File: config.mk
export PLATFORM = sky130hd
export DESIGN_NAME = lowpower_clk_ctrl
export DESIGN_NICKNAME = d
export VERILOG_FILES = /design/src/rtl/lpc_pkg.sv /design/src/rtl/lpc_halt_sync.sv /design/src/rtl/lpc_state_fsm.sv /design/src/rtl/lpc_out_decode.sv /design/src/rtl/lowpower_clk_ctrl.sv
export SDC_FILE = /design/constraint.sdc
export NUM_CORES = 1
export LEC_CHECK = 0
export ABC_CLOCK_PERIOD_IN_PS = 3350
export BUFFER_PORTS_ARGS = -buffer_cell sky130_fd_sc_hd__buf_2
export CORE_AREA = 2 2 39 41
export DETAILED_ROUTE_END_ITERATION = 7
export DIE_AREA = 0 0 41 43
export MAX_ROUTING_LAYER = met4
export PLACE_DENSITY = 0.36
export SETUP_SLACK_MARGIN = 0.02
export SLEW_MARGIN = 10
export SYNTH_ARGS = -nofsm -noshare
export SYNTH_HDL_FRONTEND = slang
export SYNTH_HIERARCHICAL = 1
export SYNTH_SLANG_ARGS = --single-unit
export TNS_END_PERCENT = 1
File: constraint.sdc
create_clock -name clk -period 3.35 [get_ports clk]
set_clock_uncertainty 0.1 [all_clocks]
set_input_delay 0.335 -clock clk [delete_from_list [all_inputs] [get_ports clk]]
set_output_delay 0.335 -clock clk [all_outputs]
set_load 0.05 [all_outputs]
File: src/rtl/lpc_pkg.sv
package lpc_pkg;
  localparam int STATE_W = 2;

  typedef enum logic [STATE_W-1:0] {
    ST_NORMAL = 2'b00,
    ST_DRAIN  = 2'b01,
    ST_GRANT  = 2'b10,
    ST_HALT   = 2'b11
  } lpc_state_e;

  function automatic logic clock_running(input lpc_state_e s);
    return (s == ST_NORMAL) || (s == ST_DRAIN);
  endfunction
endpackage

File: src/rtl/lpc_halt_sync.sv
module lpc_halt_sync #(
  parameter int STAGES = 2
) (
  input  logic clk,
  input  logic rst,
  input  logic async_i,
  output logic sync_o
);
  generate
    if (STAGES == 0) begin : g_bypass
      assign sync_o = async_i;
    end else begin : g_chain
      logic [STAGES-1:0] chain_q;
      always_ff @(posedge clk) begin
        if (rst) chain_q <= '0;
        else if (STAGES == 1) chain_q <= async_i;
        else chain_q <= {chain_q[STAGES-2:0], async_i};
      end
      assign sync_o = chain_q[STAGES-1];
    end
  endgenerate
endmodule

File: src/rtl/lpc_state_fsm.sv
module lpc_state_fsm
  import lpc_pkg::*;
(
  input  logic       clk,
  input  logic       rst,
  input  logic       req_i,
  input  logic       busy_i,
  input  logic       done_i,
  input  logic       halted_i,
  output lpc_state_e cur_o,
  output lpc_state_e nxt_o
);
  lpc_state_e cur_q, nxt;

  always_comb begin
    nxt = cur_q;
    unique case (cur_q)
      ST_NORMAL: begin
        if (req_i) begin
          if (busy_i && !done_i) nxt = ST_DRAIN;
          else                   nxt = ST_GRANT;
        end
      end
      ST_DRAIN: begin
        if (!req_i)      nxt = ST_NORMAL;
        else if (done_i) nxt = ST_GRANT;
      end
      ST_GRANT: begin
        if (halted_i)    nxt = ST_HALT;
        else if (!req_i) nxt = ST_NORMAL;
      end
      ST_HALT: begin
        if (!halted_i) nxt = ST_GRANT;
      end
      default: nxt = ST_NORMAL;
    endcase
  end

  always_ff @(posedge clk) begin
    if (rst) cur_q <= ST_NORMAL;
    else     cur_q <= nxt;
  end

  assign cur_o = cur_q;
  assign nxt_o = nxt;
endmodule

File: src/rtl/lpc_out_decode.sv
module lpc_out_decode
  import lpc_pkg::*;
(
  input  logic       clk,
  input  logic       rst,
  input  logic       req_i,
  input  lpc_state_e cur_i,
  input  lpc_state_e nxt_i,
  output logic       clk_en_o,
  output logic       ack_o,
  output logic       hold_o
);
  logic ack_q;
  logic entering_grant;

  assign entering_grant = clock_running(cur_i) && (nxt_i == ST_GRANT);

  always_ff @(posedge clk) begin
    if (rst) ack_q <= 1'b0;
    else     ack_q <= entering_grant;
  end

  assign clk_en_o = clock_running(cur_i);
  assign ack_o    = ack_q;
  assign hold_o   = req_i || (cur_i != ST_NORMAL);
endmodule

File: src/rtl/lowpower_clk_ctrl.sv
module lowpower_clk_ctrl
  import lpc_pkg::*;
#(
  parameter int HALT_SYNC_STAGES = 2
) (
  input  logic               clk,
  input  logic               rst,
  input  logic               stop_req_i,
  input  logic               bus_busy_i,
  input  logic               bus_done_i,
  input  logic               ext_clk_halted_i,
  output logic               core_clk_en_o,
  output logic               grant_ack_o,
  output logic [STATE_W-1:0] state_o,
  output logic               bus_hold_o
);
  logic       halted_s;
  lpc_state_e cur, nxt;

  lpc_halt_sync #(.STAGES(HALT_SYNC_STAGES)) u_sync (
    .clk(clk), .rst(rst), .async_i(ext_clk_halted_i), .sync_o(halted_s)
  );

  lpc_state_fsm u_fsm (
    .clk(clk), .rst(rst), .req_i(stop_req_i), .busy_i(bus_busy_i),
    .done_i(bus_done_i), .halted_i(halted_s), .cur_o(cur), .nxt_o(nxt)
  );

  lpc_out_decode u_out (
    .clk(clk), .rst(rst), .req_i(stop_req_i), .cur_i(cur), .nxt_i(nxt),
    .clk_en_o(core_clk_en_o), .ack_o(grant_ack_o), .hold_o(bus_hold_o)
  );

  assign state_o = cur;
endmodule

# ---- Yosys cells after proc, flatten, opt, wreduce, memory -nomap -nowiden
# Index checks and enable logic that the tools add are counted.
dict set report classes {
  eq_ne 4
  n_mux 8
  reduce_logical 7
}
# op n
set ops {}
lappend ops {{$mux 2} 7}
lappend ops {{$pmux 2 s4} 1}
lappend ops {{$eq 2x2->1 const B} 3}
lappend ops {{$eq 2x1->1 const B} 1}
lappend ops {{$logic_and 1x1->1} 2}
lappend ops {{$logic_not 2->1} 1}
lappend ops {{$logic_or 1x1->1} 2}
lappend ops {{$reduce_bool 2->1} 1}
lappend ops {{$logic_not 1->1} 1}
dict set report totals {
  register_bits 5
  input_bits 6
  output_inout_bits 5
  word_cells 22
}

# ---- Longest topological paths before layout
# Gate-level depths: netlist of the first run.
dict set report depth {
  word_depth 7
  depth_mapped 3
}

# ---- Modules after synthesis
# The synthesis of the first run kept the hierarchy.
# module instances cells_each area_per_inst_um2
set modules_own_cells {}
lappend modules_own_cells {lpc_state_fsm 1 14 122.6}
lappend modules_own_cells {lpc_halt_sync 1 4 52.6}
lappend modules_own_cells {lpc_out_decode 1 4 38.8}

# ---- Worst setup path before layout of the first run
# Ideal clock, no wire load.
dict set report synth_timing {
  path_kind {reg2out}
  startpoint {register u_fsm.cur_q[1] (netlist: u_fsm/cur_o[1])}
  endpoint {output port bus_hold_o}
  arrival_time_ns 1.196
  slack_ns 1.719
  path_stages_with_launch 2
  n_path_buf 0
  path_cell_list {dfxtp_1 or3_1}
}
dict set report synth_via {
  elab_chain_cells 2
}
# element line_no
set synth_rtl {}
lappend synth_rtl {{start: declaration} lpc_state_fsm.sv:13} ;# lpc_state_e cur_q, nxt;
lappend synth_rtl {{start signal: assignment} lpc_state_fsm.sv:41} ;# else cur_q <= nxt;
lappend synth_rtl {{$reduce_bool 2->1} lpc_out_decode.sv:25} ;# assign hold_o = req_i || (cur_i != ST_NORMAL);
lappend synth_rtl {{$logic_or 1x1->1} lpc_out_decode.sv:25}
lappend synth_rtl {{end: declaration} lowpower_clk_ctrl.sv:15} ;# output logic bus_hold_o
# Every way passes these cells.

# ---- Final worst setup path of the first run
# Same ends and word-level chain as after synthesis.

==> results_dict.tcl, run 1 <==
set metrics [dict create \
    antenna_found_initial 0 \
    rsz0062_at_grt "false" \
    status "finished, final reports clean" \
    reg2reg_to "u_out/ack_o" \
    cts-resized-gates 0 \
    synth_xor_area_share_pct 0 \
    min_path_type "primary input to flip-flop" \
    initial_core_util_pct 15.46 \
    clock-root-buffer "clkbuf_4" \
    worst_ep_arrival_time_ns 1.19 \
    r2r_start "u_fsm/cur_o[0]" \
    synth_fa_ha_area_share_pct 0 \
    clk_path_buf_depth 2 \
    ys_types 16 \
    io_pins 11 \
    die_w_um 41 \
    ys.flop_type "dfxtp_1" \
    grt_pass1_wl_um 696 \
    cp-end-kind "primary output" \
    grt_overflow 0 \
    drt_wl_total_um 493 \
    cts_tree "done" \
    critPathLaunchType "flip-flop" \
    slew_viol_final 0 \
    cts_num_sinks 5 \
    clk_latency_ns 0.24 \
    fin_setup_tns_ns 0 \
    post_cts_buffers 0 \
    synth_top_area_share_pct 46.78 \
    clk_pin_slew_ns 0.05 \
    die_y_um 43 \
    fin_nets 43 \
    synth_edf_count 0 \
    synth.area.mux_share_pct 0 \
    rows 14 \
    synthSimpleGateAreaFrac_pct 25.73 \
    ys_ff_latch 5 \
    setup_slack_ns 1.722 \
    worstPathMaxFanout 9 \
    grt_pass1_vias 192 \
    yosysTopAreaCell "dfxtp_1" \
    synth.top_cells.by_area "dfxtp_1 (47%), a2111oi_2 (7.0%), nor2b_1 (5.8%)" \
    syn_nets 28 \
    fin_crit_ns 1.628 \
    path_class "flip-flop to primary output" \
    p_per_area_mw_per_mm2 531.6 \
    placed_area_sq_um 284.0 \
    port_buffers 10 \
    setup_viol 0 \
    utilization_pct 22.42 \
    fin_area_sq_um 310.3 \
    grt_util_all_layers_pct 6.680 \
    ff2ff_setup_slack_ns 2.10 \
    synth_compound_area_share_pct 23.98 \
    period_share_pct 48.61 \
    fmax_mhz 614.1 \
    worstPathRequired_ns 2.91 \
    hold_depth 2 \
    maxSlewHeadroom_pct 77.78 \
    vdd_ir_drop_max_mv 0.1228 \
    ys_warn_count 6 \
    syn_avg_cell_area_sq_um 9.725 \
    core_sq_mm 0.001384 \
    via_per_inst 4.192 \
    power.leakage_uw 0.0001386 \
    first_pass_iters 4 \
    drc 0 \
    r2r_cells 3 \
    drive_above_1_share_pct 38.89 \
    synth_cells 22 \
    post-synth-top-count-cell "dfxtp_1" \
    grt_max_degree 10 \
    final_antenna_net_count 0 \
    synth_commonest_cells "dfxtp_1 (5), inv_1 (2), nor2b_1 (2)" \
    wl_per_cell_um 9.481 \
    hold_buffers 0 \
    whs_ns 0.2052 \
    min_from "ext_clk_halted_i" \
    die_area_sq_mm 0.001763 \
    vias 218 \
    numCtsBuffers 3 \
    hpwlAfterDp_um 410.8 \
    async_reset_ff_share_pct 0 \
    syn-cell-area_sq_um 214.0 \
    place_congestion 0.6021 \
    htreeDepth 1 \
    area_delta_synth_final_pct 45.03 \
    holdPathEnd "u_sync/g_chain.chain_q[0]" \
    ys_seq_area_share_pct 46.78 \
    place_ws_ns 1.945 \
    hold_viol 0 \
    worstMarginPinSlew_ns 0.3308 \
    antennaDiodeCount 0 \
    synth_top_family_by_area "simple AND/OR/NAND/NOR gates" \
    max_cap_viol_count 0 \
    drt_iter0_drc 2 \
]
-- logic make-up (layout without fill, tap and decap cells) --
| kind of cell | Yosys count | count (layout) |
|---|---|---|
| compound gates | 6 | 6 |
| flops | 5 | 5 |
| buf+inv | 2 | 16 |
| simple gates | 9 | 9 |
-- where the power goes --
part	internal, uW	total (uW)	switching (uW)	leakage, uW
clock	45.0	69.0	24.0	0.0000150
sequential	62.7	65.0	2.29	0.0000411
combinational	10.0	31.0	21.0	0.0000825
-- state kept, by name, indices dropped and copies added, names as in the netlist --
signal,cells
u_fsm/cur_o,2
u_sync/g_chain.chain_q,2
u_out/ack_o,1
-- cell type report --
| cell class | instances | area (sq um) |
|---|---|---|
| timing repair buffer | 10 | 50.05 |
| sequential | 5 | 100.1 |
| tap | 16 | 20.02 |
| inverter | 2 | 7.507 |
| fill | 156 | 1074 |
| clock buffer | 4 | 26.28 |
| multi-input combinational | 15 | 106.4 |
-- worst max-delay path: stages (launching register included) --
cell,delay (ns)
dfxtp_1,0.37
or3_1,0.38
buf_2,0.21
-- how the worst max path moves through the flow --
stage | startpoint | endpoint | slack [ns] | cells past startpoint
finish | u_fsm/cur_o[1] | bus_hold_o | 1.72 | 2
global route | u_fsm/cur_o[1] | bus_hold_o | 1.66 | 2
CTS | u_fsm/cur_o[1] | bus_hold_o | 1.71 | 2
detailed placement | stop_req_i | bus_hold_o | 1.95 | 3
global placement | stop_req_i | bus_hold_o | 1.95 | 3
floorplan | u_fsm/cur_o[1] | bus_hold_o | 1.72 | 1
-- metal layers --
metal | track usage (%) | up-vias | wire length, um
li1 | - | 108 | -
met1 | 5.769 | 98 | 196
met2 | 9.063 | 12 | 236
met3 | 4.712 | 0 | 61
met4 | 6.000 | 0 | 0
met5 | - | - | 0
-- per-stage QoR --
step | total power, uW | cells
4_1_cts | 168.9 | 52
2_1_floorplan | 87.74 | 22
5_1_grt | 175.1 | 52
3_5_place_dp | 97.53 | 48
3_3_place_gp | 96.62 | 48
6_report | 165.0 | 52
-- placed cells by master, fill, tap and decap left out --
cell type,synthesis,layout
buf_2,0,10
dfxtp_1,5,5
clkbuf_4,0,3
inv_1,2,2
nor2b_1,2,2
clkbuf_1,0,1
o21bai_1,1,1
nand2b_1,1,1
nand2_1,1,1
o21ai_0,1,1
o21ba_1,1,1
nor3_1,1,1
nor2_1,1,1
a211oi_1,1,1
or3b_1,1,1
o22ai_1,1,1
a2111oi_2,1,1
or3_1,1,1
nor4b_1,1,1
Power figures use the tool's default switching activity.
==> inputs of run 2 (changes only) <==
Settings changed: ABC_CLOCK_PERIOD_IN_PS 3350 to 1320, PLACE_DENSITY 0.36 to 0.37.
Clock period 3.35 ns to 1.32 ns, I/O delays scaled along.
==> run 2 against run 1 <==
Compared with the run above: die area is the same; cell count grew 3.8%; critical path type unchanged; via count shrank 1.4%; utilization grew 2.3 points; sequential power grew 150%; worst setup slack lost 1.7 ns; flip-flop and latch count is the same; count of clock-buffer cells in the layout is the same; non-clock buffer count grew 2; final area grew 10%; register-to-register slack lost 2.0 ns.
==> results_dict.tcl, run 2 (synthesis gave the netlist of run 1 again) <==
set metrics [dict create \
    status "finished, final reports clean" \
    vdd_ir_drop_max_mv 0.3433 \
    seq_power_share_pct 37.6 \
    via_per_inst 3.981 \
    place_congestion 0.6541 \
    die_area_sq_mm 0.001763 \
    hpwlAfterDp_um 346.1 \
    grt_pass1_wl_um 738 \
    slew_viol_final 0 \
    fmax_mhz 762.7 \
    numCtsBuffers 3 \
    htreeDepth 1 \
    intPower_uw 307.3 \
    antenna_found_initial 0 \
    maxSlewHeadroom_pct 80.87 \
    period_share_pct 99.33 \
    cts_num_sinks 5 \
    p_sw_share_pct 28.72 \
    cts_tree "done" \
    max_cap_viol_count 0 \
    p_sw_uw 123.8 \
    fin_cells 54 \
    fin_crit_ns 1.311 \
    fin_nets 45 \
    crit_chain "or3_4, buf_6" \
    worstPathMaxFanout 4 \
    clkPwrFrac_pct 41.4 \
    final_cell_mix "buf_2 (9), clkbuf_4 (3), dfxtp_1 (3)" \
    grt_overflow 0 \
    rows 14 \
    critPathLaunchType "flip-flop" \
    min_path_type "primary input to flip-flop" \
    setup_viol 0 \
    power.leakage_uw 0.0001530 \
    core_sq_mm 0.001384 \
    crit_buf_inv 1 \
    area_delta_synth_final_pct 59.65 \
    worstMarginPinSlew_ns 0.2847 \
    clk_latency_ns 0.24 \
    cp-end-kind "primary output" \
    critPathMaxStageDelay_ns 0.36 \
    drc 0 \
    rsz0062_at_grt "true" \
    die_w_um 41 \
    drt_iter0_drc 6 \
    hold_viol 0 \
    final_antenna_net_count 0 \
    port_buffers 10 \
    fin_setup_tns_ns 0 \
    cp_top_family "simple AND/OR/NAND/NOR gates" \
    clk_pin_slew_ns 0.05 \
    cp_slowest_cell "or3_4" \
    drive_above_1_share_pct 50.00 \
    final_common_cell "buf_2" \
    grt_pass1_vias 185 \
    antennaDiodeCount 0 \
    grt_max_degree 9 \
    clk_path_buf_depth 2 \
    wl_per_cell_um 8.870 \
    vias 215 \
    worst_ep_arrival_time_ns 1.08 \
    die_y_um 43 \
    worstPathRequired_ns 1.09 \
    comb_power_share_pct 21.0 \
    p_per_area_mw_per_mm2 1262 \
    io_pins 11 \
    grt_util_all_layers_pct 6.989 \
    path_class "flip-flop to primary output" \
    drt_wl_total_um 479 \
    initial_core_util_pct 15.46 \
    ff2ff_setup_slack_ns 0.11 \
    place_inst 48 \
    first_pass_iters 4 \
    clock-root-buffer "clkbuf_4" \
]
## run 2: changes by cell type in the layout (fill, tap and decap cells not counted), sizes merged
cell	before	now
buf	10	12
## run 2: what timing repair did
item | in CTS | in global routing
resized for setup | 3 | 1
setup endpoints to repair | 1 | 1
pin swaps | 1 | 0
cloned | 0 | 0
hold endpoints to repair | 0 | 0
buffers inserted | 2 | 0
hold buffers | 0 | 0
## run 2: metal layers
| layer | global-route usage (%) | share of wire, % |
|---|---|---|
| met3 | 3.141 | 11 |
| met4 | 8.000 | 1.7 |
| met2 | 8.125 | 46 |
| met1 | 7.692 | 41 |
| met5 | - | 0 |
## run 2: area by class of cell
class / count / area (sq um)
timing repair buffer: 12 / 71.32
tap: 16 / 20.02
inverter: 2 / 7.507
clock buffer: 4 / 26.28
multi-input combinational: 15 / 111.4
sequential: 5 / 105.1
fill: 160 / 1042
## run 2: through the flow
step	setup WS (ns)	hold WS [ns]	instance area [sq um]	power (uW)	util, %
6_report	0.008805	0.008287	341.6	431.1	24.68
5_1_grt	-0.02194	0.03722	341.6	456.1	24.68
4_1_cts	-0.003153	0.003204	336.6	436.4	24.32
3_5_place_dp	0.1336	0.2560	286.5	246.5	20.71
3_3_place_gp	0.1791	0.2472	286.5	246.7	20.71
2_1_floorplan	0.05389	0.09345	216.5	223.4	-
## run 2: worst paths after layout
| path | start | to | cells past startpoint |
|---|---|---|---|
| max | u_fsm/cur_o[0] | bus_hold_o | 2 |
| max reg2reg | u_fsm/cur_o[0] | u_out/ack_o | 4 |
| min reg2reg | u_sync/g_chain.chain_q[0] | u_sync/g_chain.chain_q[1] | 1 |
| min | ext_clk_halted_i | u_sync/g_chain.chain_q[0] | 2 |
## run 2: power groups by stage
stage / clock network, uW / registers (uW) / logic [uW]
3_5_place_dp: 0 / 169 / 77.7
2_1_floorplan: 0 / 184 / 39.2
6_report: 179 / 162 / 90.7
4_1_cts: 185 / 162 / 89.1
5_1_grt: 195 / 163 / 98.2
3_3_place_gp: 0 / 169 / 78.1
